$ cat src/rtl/hdecim_pkg.sv
package hdecim_pkg;

    // Output sequencer states
    typedef enum logic [1:0] {
        ST_IDLE   = 2'd0,
        ST_FIRST  = 2'd1,
        ST_REPEAT = 2'd2
    } emit_state_t;

endpackage

$ cat src/rtl/hdecim_code_clamp.sv
module hdecim_code_clamp #(
    parameter int CODE_W   = 6,
    parameter int MAX_CODE = 48
) (
    input  logic [CODE_W-1:0] code_raw,
    output logic [CODE_W-1:0] code_eff
);
    localparam int CODE_TOP = (1 << CODE_W) - 1;

    generate
        if (MAX_CODE >= CODE_TOP) begin : g_pass
            assign code_eff = code_raw;
        end else begin : g_clamp
            localparam logic [CODE_W-1:0] CAP = CODE_W'(MAX_CODE);
            always_comb begin
                if (code_raw > CAP) code_eff = CAP;
                else                code_eff = code_raw;
            end
        end
    endgenerate

endmodule

$ cat src/rtl/hdecim_phase_acc.sv
module hdecim_phase_acc #(
    parameter int CODE_W   = 6,
    parameter int DEN      = 96,
    parameter int MAX_CODE = 48
) (
    input  logic              clk,
    input  logic              rst_n,
    input  logic [CODE_W-1:0] code_eff,
    input  logic              pix_vld,
    input  logic              line_start,
    output logic              keep
);
    localparam int ACC_W = $clog2(DEN);
    localparam int SUM_W = $clog2(DEN + MAX_CODE);
    localparam logic [SUM_W-1:0] DEN_S = SUM_W'(DEN);

    logic [ACC_W-1:0] acc_q;
    logic [ACC_W-1:0] acc_d;
    logic [SUM_W-1:0] base;
    logic [SUM_W-1:0] sum;
    logic             wrap;

    always_comb begin
        base = line_start ? '0 : SUM_W'(acc_q);
        sum  = base + SUM_W'(code_eff);
        wrap = (sum >= DEN_S);
        keep = pix_vld && wrap;
        if (pix_vld) begin
            if (wrap) acc_d = ACC_W'(sum - DEN_S);
            else      acc_d = ACC_W'(sum);
        end else if (line_start) begin
            acc_d = '0;
        end else begin
            acc_d = acc_q;
        end
    end

    always_ff @(posedge clk or negedge rst_n) begin
        if (!rst_n) acc_q <= '0;
        else        acc_q <= acc_d;
    end


    acc_range_chk: assert property (@(posedge clk) disable iff (!rst_n)
        acc_q < ACC_W'(DEN));


    no_back_to_back_keep_chk: assert property (@(posedge clk) disable iff (!rst_n)
        keep |=> !keep);


    line_start_no_keep_chk: assert property (@(posedge clk) disable iff (!rst_n)
        line_start |-> !keep);


    code_zero_no_keep_chk: assert property (@(posedge clk) disable iff (!rst_n)
        (code_eff == '0) |-> !keep);

endmodule

$ cat src/rtl/hdecim_emit_fsm.sv
module hdecim_emit_fsm
    import hdecim_pkg::*;
#(
    parameter int PIX_W = 8
) (
    input  logic             clk,
    input  logic             rst_n,
    input  logic             keep,
    input  logic [PIX_W-1:0] pix_keep,
    input  logic             expand,
    output logic [PIX_W-1:0] pix_out,
    output logic             out_vld
);
    emit_state_t      state_q, state_d;
    logic [PIX_W-1:0] held_q;
    logic             rpt_q;

    always_comb begin
        state_d = state_q;
        unique case (state_q)
            ST_IDLE:   if (keep) state_d = ST_FIRST;
            ST_FIRST: begin
                if (keep)       state_d = ST_FIRST;
                else if (rpt_q) state_d = ST_REPEAT;
                else            state_d = ST_IDLE;
            end
            ST_REPEAT: begin
                if (keep) state_d = ST_FIRST;
                else      state_d = ST_IDLE;
            end
            default:   state_d = ST_IDLE;
        endcase
    end

    always_ff @(posedge clk or negedge rst_n) begin
        if (!rst_n) begin
            state_q <= ST_IDLE;
            held_q  <= '0;
            rpt_q   <= 1'b0;
        end else begin
            state_q <= state_d;
            if (keep) begin
                held_q <= pix_keep;
                rpt_q  <= expand;
            end
        end
    end

    always_comb begin
        out_vld = (state_q != ST_IDLE);
        pix_out = held_q;
    end


    keep_latency_chk: assert property (@(posedge clk) disable iff (!rst_n)
        keep |=> (out_vld && pix_out == $past(pix_keep)));


    repeat_hold_chk: assert property (@(posedge clk) disable iff (!rst_n)
        (state_q == ST_FIRST && rpt_q && !keep) |=> (out_vld && $stable(pix_out)));

endmodule

$ cat src/rtl/hdecim_top.sv
module hdecim_top #(
    parameter int PIX_W    = 8,
    parameter int CODE_W   = 6,
    parameter int DEN      = 96,
    parameter int MAX_CODE = 48
) (
    input  logic              clk,
    input  logic              rst_n,
    input  logic [CODE_W-1:0] cfg_code,
    input  logic              cfg_expand,
    input  logic [PIX_W-1:0]  pix_in,
    input  logic              pix_vld,
    input  logic              line_start,
    output logic [PIX_W-1:0]  pix_out,
    output logic              out_vld
);
    logic [CODE_W-1:0] code_eff;
    logic              keep;

    hdecim_code_clamp #(
        .CODE_W   (CODE_W),
        .MAX_CODE (MAX_CODE)
    ) u_clamp (
        .code_raw (cfg_code),
        .code_eff (code_eff)
    );

    hdecim_phase_acc #(
        .CODE_W   (CODE_W),
        .DEN      (DEN),
        .MAX_CODE (MAX_CODE)
    ) u_phase (
        .clk        (clk),
        .rst_n      (rst_n),
        .code_eff   (code_eff),
        .pix_vld    (pix_vld),
        .line_start (line_start),
        .keep       (keep)
    );

    hdecim_emit_fsm #(
        .PIX_W (PIX_W)
    ) u_emit (
        .clk      (clk),
        .rst_n    (rst_n),
        .keep     (keep),
        .pix_keep (pix_in),
        .expand   (cfg_expand),
        .pix_out  (pix_out),
        .out_vld  (out_vld)
    );


    clamp_cap_chk: assert property (@(posedge clk) disable iff (!rst_n)
        (cfg_code > CODE_W'(MAX_CODE)) |-> (code_eff == CODE_W'(MAX_CODE)));


    idle_input_no_new_chk: assert property (@(posedge clk) disable iff (!rst_n)
        (!pix_vld && !out_vld) |=> !out_vld);

endmodule

$ cat config.mk
export PLATFORM = sky130hd
export DESIGN_NAME = hdecim_top
export DESIGN_NICKNAME = d
export VERILOG_FILES = /design/src/rtl/hdecim_pkg.sv /design/src/rtl/hdecim_code_clamp.sv /design/src/rtl/hdecim_phase_acc.sv /design/src/rtl/hdecim_emit_fsm.sv /design/src/rtl/hdecim_top.sv
export SDC_FILE = /design/constraint.sdc
export NUM_CORES = 1
export LEC_CHECK = 0
export ABC_AREA = 1
export ABC_CLOCK_PERIOD_IN_PS = 3690
export BUFFER_PORTS_ARGS = -buffer_cell sky130_fd_sc_hd__buf_2
export CORE_UTILIZATION = 40
export DETAILED_ROUTE_END_ITERATION = 6
export PLACE_DENSITY_LB_ADDON = 0.1
export SETUP_SLACK_MARGIN = 0.2
export SYNTH_ARGS = -nofsm -noshare
export SYNTH_HDL_FRONTEND = slang
export SYNTH_SLANG_ARGS = --single-unit
$ cat constraint.sdc
create_clock -name clk -period 3.69 [get_ports clk]
set_input_delay 0.1845 -clock clk [delete_from_list [all_inputs] [get_ports clk]]
set_output_delay 0.1845 -clock clk [all_outputs]
set_load 0.005 [all_outputs]
After elaboration in Yosys (flattened, before gate mapping)
Index checks and enable logic that the tools add are counted.

storage, ports and cells
  memories = 0
  output and inout port bits = 9
  bits in writable memories = 0
  memory bits (read-only) = 0
  bits in latches = 0
  bits in registers = 18
  bits of input ports = 19

operators by class
  magnitude comparators = 2
  equality and inequality tests = 3
  add/subtract/negate cells = 2
  shift-type cells = 0
  reductions and logical operators = 4
  bitwise gates (word level) = 0
  div/mod/pow operators = 0
  muxes and demuxes = 10
  $mul = 0

operator list
  operator               number
  $mux W7                4
  $add A7 B6 Y8          1
  $ge A8 B7 Y1 const B   1
  $sub A7 B7 Y7 const B  1
  $gt A6 B6 Y1 const B   1
  $mux W2                3
  $mux W6                1
  $pmux W2 S3            1
  $reduce_bool A2 Y1     2
  $eq A2 B1 Y1 const B   1
  $eq A2 B2 Y1 const B   1
  $logic_not A2 Y1       1
  $ne A2 B2 Y1 const B   1
  $logic_and A1 B1 Y1    1
  $mux W1                1

Depth between registers and ports, before layout
  depth in word-level cells = 7
  depth in mapped cells = 19
  gate-level depth less buffers = 18

Modules after synthesis
A second synthesis with hierarchy kept.

unflattened totals
  cell total of the unflattened synthesis = 160
  area total of the unflattened synthesis = 1187.4 um^2

modules (own cells, without submodules)
  module             cells an instance  area an instance (um^2)  sequential area each (um^2)  instances
  hdecim_phase_acc   102                690.7                    175.2                        1
  hdecim_emit_fsm    45                 435.4                    275.3                        1
  hdecim_code_clamp  13                 61.3                     0.0                          1

Least setup slack after synthesis
Ideal clock, no wire load.

  path type = input port to flip-flop
  start = input port cfg_code[0]
  end = register u_phase.acc_q[5]
  buffers on the path = 1
  setup slack = 1473 ps
  data arrival time = 2100 ps
  stages on the path = 19
  required time = 3574 ps
  cell sequence = nor4_1 > nor2_1 > nor2_1 > ha_1 > inv_1 > fa_1 > inv_1 > nand2_1 > nand2_1 > nand3b_4 > nand2_2 > nand2_2 > nand2_2 > nand2_2 > nand2_4 > buf_12 > nand2_2 > nand2_1 > nand2_1

between the ends
  longest elaborated chain between the ends = 6

ends and longest elaborated chain
  what                                           RTL line                                        RTL
  start: declaration                             hdecim_top.sv:9                                 input logic [CODE_W-1:0] cfg_code,
  $gt A6 B6 Y1                                   hdecim_code_clamp.sv:16                         if (code_raw > CAP) code_eff = CAP;
  $mux W6 (*)                                    hdecim_code_clamp.sv:16
  $add A7 B6 Y8 (*)                              hdecim_phase_acc.sv:25                          sum = base + SUM_W'(code_eff);
  $sub A7 B7 Y7 or $ge A8 B7 Y1 (tied branches)  hdecim_phase_acc.sv:29, hdecim_phase_acc.sv:26
  $mux W7 (*)                                    hdecim_phase_acc.sv:29                          if (wrap) acc_d = ACC_W'(sum - DEN_S);
  $mux W7 (*)                                    hdecim_phase_acc.sv:28                          if (pix_vld) begin
  end signal: assignment                         hdecim_phase_acc.sv:39                          if (!rst_n) acc_q <= '0;
  end signal: assignment                         hdecim_phase_acc.sv:40                          else acc_q <= acc_d;
  end: declaration                               hdecim_phase_acc.sv:17                          logic [ACC_W-1:0] acc_q;

Mark *: on every way between the ends. The rest lies on a longest branch, timed or not.
A chain may end at the register's enable or synchronous reset.

Worst setup path after layout
  start = input port cfg_code[0]
  end = register u_emit.rpt_q

between the ends
  longest elaborated chain between the ends = 5

ends and longest elaborated chain
  what                     RTL line                 RTL
  $gt A6 B6 Y1             hdecim_code_clamp.sv:16
  $mux W6 (*)              hdecim_code_clamp.sv:16
  $add A7 B6 Y8 (*)        hdecim_phase_acc.sv:25
  $ge A8 B7 Y1 (*)         hdecim_phase_acc.sv:26   wrap = (sum >= DEN_S);
  $logic_and A1 B1 Y1 (*)  hdecim_phase_acc.sv:27   keep = pix_vld && wrap;
  end signal: assignment   hdecim_emit_fsm.sv:44    rpt_q <= expand;
  end: declaration         hdecim_emit_fsm.sv:16    logic rpt_q;

Marked as above.

==> impl_metrics.json <==
{
  "yosysTopAreaCellShare_pct": 37.8,
  "die_h_um": 56.6,
  "port_buffers": 27,
  "register_area_um2": 450,
  "avgSynthCellArea_um2": 7.99,
  "routed_wl_um": 2150,
  "layout_commonest_cell": "nand2_1",
  "die_w_um": 56.6,
  "nets": 203,
  "cts_made_buffers": 3,
  "routed-wl-met3_um": 71,
  "ys_types": 26,
  "finalCritPeriodShare_pct": 62.3,
  "final_antenna_net_count": 0,
  "rsz0062_at_grt": "false",
  "layout_setup_ws_ns": 1.39,
  "worstMarginPinSlew_ns": 0.400,
  "core_um2": 2780,
  "yosysWarningCount": 0,
  "drt_iter0_markers": 18,
  "drtPass1Iterations": 4,
  "multiInputGateArea_um2": 611,
  "critical_path_class": "in -> reg",
  "synthAdderAreaFrac_pct": 7.98,
  "synthMuxAreaShare_pct": 0,
  "cp-start-kind": "input pin",
  "gp_congestion": 0.751,
  "power.internal_w": 0.000408,
  "sw_frac_of_total_pct": 33.7,
  "root_buffer": "clkbuf_4",
  "setup_viol_count_final": 0,
  "grt_usage_pct": 15.1,
  "maxCapViolCount": 0,
  "grt_max_degree": 19,
  "avgRoutedWirePerCell_um": 10.4,
  "clk_pin_slew_ns": 0.10,
  "clockBufferDepth": 2,
  "drc": 0,
  "final_cell_mix": "nand2_1, buf_2, inv_1, dfrtp_1, nor2_1",
  "drive_gt1_share_pct": 31.8,
  "layoutNonFillerInstCount": 207,
  "crit_fanout": 11,
  "relSlewSlack_pct": 73.3,
  "antenna_found_initial": 0,
  "p_comb_share_pct": 34.9,
  "synth_top_family_by_area": "simple AND/OR/NAND/NOR gates",
  "switchingPower_w": 0.000207,
  "die_area_um2": 3200,
  "period_needed_ns": 2.30,
  "ys_ff_latch": 18,
  "finalSetupTns_ns": 0,
  "clock_power_share_pct": 19.4,
  "placedCellCount": 202,
  "netlist_area_um2": 1190,
  "fill_cells": 298,
  "powerDensity_nw_per_um2": 449,
  "cts_sinks": 18,
  "skew_ns": 0.00403,
  "worst_ep_arrival_time_ns": 2.49,
  "synth_compound_area_share_pct": 5.57,
  "final-hold-violation-count": 0,
  "pwr-share-seq_pct": 45.7,
  "finalHoldWorstSlack_ns": 0.123,
  "status": "finished clean",
  "dr_wl_met2_um": 1030,
  "end_kind": "flip-flop",
  "synth_top_cell_by_area": "dfrtp_1",
  "via_count": 978,
  "top_layer_used": "met4",
  "hold_class": "in -> reg",
  "synthSimpleGateAreaFrac_pct": 36.2,
  "synth_area_leaders": "dfrtp_1, nand2_1, nand3_2",
  "synth_cells": 149,
  "grt_pass1_vias": 975,
  "cp_data_required_time_ns": 3.88,
  "m1WireLength_um": 1030,
  "io_pins": 28,
  "cts_tree": "done",
  "dp_hpwl_um": 1710,
  "yosys.area_share.xor_xnor_pct": 1.47,
  "grt_overflow": 0,
  "start_util_pct": 42.8,
  "finalMaxSlewViolations": 0,
  "ys_seq_area_share_pct": 37.8,
  "fmax_ghz": 0.435,
  "synthToLayoutAreaGrowth_pct": 15.1,
  "dpl_worst_slack_ns": 1.06,
  "grt_pass1_wl_um": 3800,
  "ir_drop_uv": 424,
  "core.rowCount": 19,
  "viasPerCell": 4.72,
  "diodes": 0,
  "cts_resized": 0,
  "htree_levels": 1,
  "p_leak_nw": 0.789,
  "insertion_delay_ns": 0.29,
  "synth_fp_nets": 175
}
==> cell families (layout without fill, tap and decap cells) <==
family	Yosys count	after routing
simple gates	81	81
xor+xnor	2	2
buf+inv	29	56
flops	18	18
compound gates	12	12
fa+ha+maj	7	7
==> cell type report <==
class                   instances  share of cell area, %
clock buffers                   4                   2.65
inverters                      24                   6.57
repair buffers                 28                   10.6
multi-input cells             102                   44.5
flip-flops and latches         18                   32.8
well taps                      31                   2.83
==> routing by layer <==
metal	global-route usage [%]	vias up
li1	-	515
met1	18.3	448
met2	25.5	10
met3	4.84	5
met4	4.18	0
met5	0	-
==> synth_stat cells, drive strengths merged <==
cell / instances
ha: 6
clkbuf: 2
clkinv: 1
nand3: 13
nand2: 50
o21ai: 3
xor2: 2
a21oi: 5
nor2: 14
nor4: 1
dfrtp: 18
fa: 1
o21bai: 1
or2: 2
inv: 23
o22ai: 3
nand3b: 1
buf: 3
==> timing repair <==
action                                 in CTS  in global routing
endpoints found under the hold margin      18                  0
setup buffers                               0                  0
setup endpoints to repair                   0                  0
hold buffers                                1                  0
==> registers in the layout (all words and copies together) (netlist names) <==
name	flops
u_emit.pix_out	8
u_phase.acc_q	7
u_emit.state_q	2
u_emit.rpt_q	1
==> power by group through the flow <==
stage                     Combinational, W  Sequential, W  Clock (W)
final                             0.000215       0.000281   0.000119
after global routing              0.000246       0.000287   0.000135
after CTS                         0.000219       0.000282   0.000126
after detailed placement          0.000216       0.000286          0
after global placement            0.000215       0.000284          0
after floorplan                   0.000141       0.000287          0
==> per-stage QoR <==
step / instance area [um^2] / utilization (%) / total power [W]
after floorplan: 1190 / - / 0.000428
after global placement: 1330 / 47.6 / 0.000498
after detailed placement: 1330 / 47.6 / 0.000503
after CTS: 1370 / 49.3 / 0.000627
after global routing: 1370 / 49.3 / 0.000668
final: 1370 / 49.3 / 0.000615
==> final timing paths <==
kind                                   start           endpoint  slack [ns]  cells after the start
setup / recovery                 cfg_code[0]       u_emit.rpt_q        1.39                     19
hold / removal                     pix_in[4]  u_emit.pix_out[4]        0.12                      3
hold reg to reg            u_emit.state_q[1]  u_emit.state_q[0]        0.47                      1
setup reg to reg            u_phase.acc_q[0]       u_emit.rpt_q        1.49                     17
max in group asynchronous              rst_n   u_phase.acc_q[5]        3.06                      2
min in group asynchronous              rst_n   u_phase.acc_q[0]        0.35                      2
==> critical path, stage by stage <==
cell	delay [ns]
buf_2	0.10
nor4_1	0.35
nor2_1	0.12
nor2_1	0.11
ha_1	0.17
inv_1	0.05
fa_1	0.38
inv_1	0.07
nand2_1	0.07
nand2_1	0.12
nand3b_4	0.09
nand2_2	0.06
nand2_2	0.05
nand2_2	0.07
nand2_2	0.07
nand2_4	0.17
nand2_4	0.12
nand2_1	0.10
nand2_1	0.05
No activity file was read; power rests on OpenSTA's default activity.
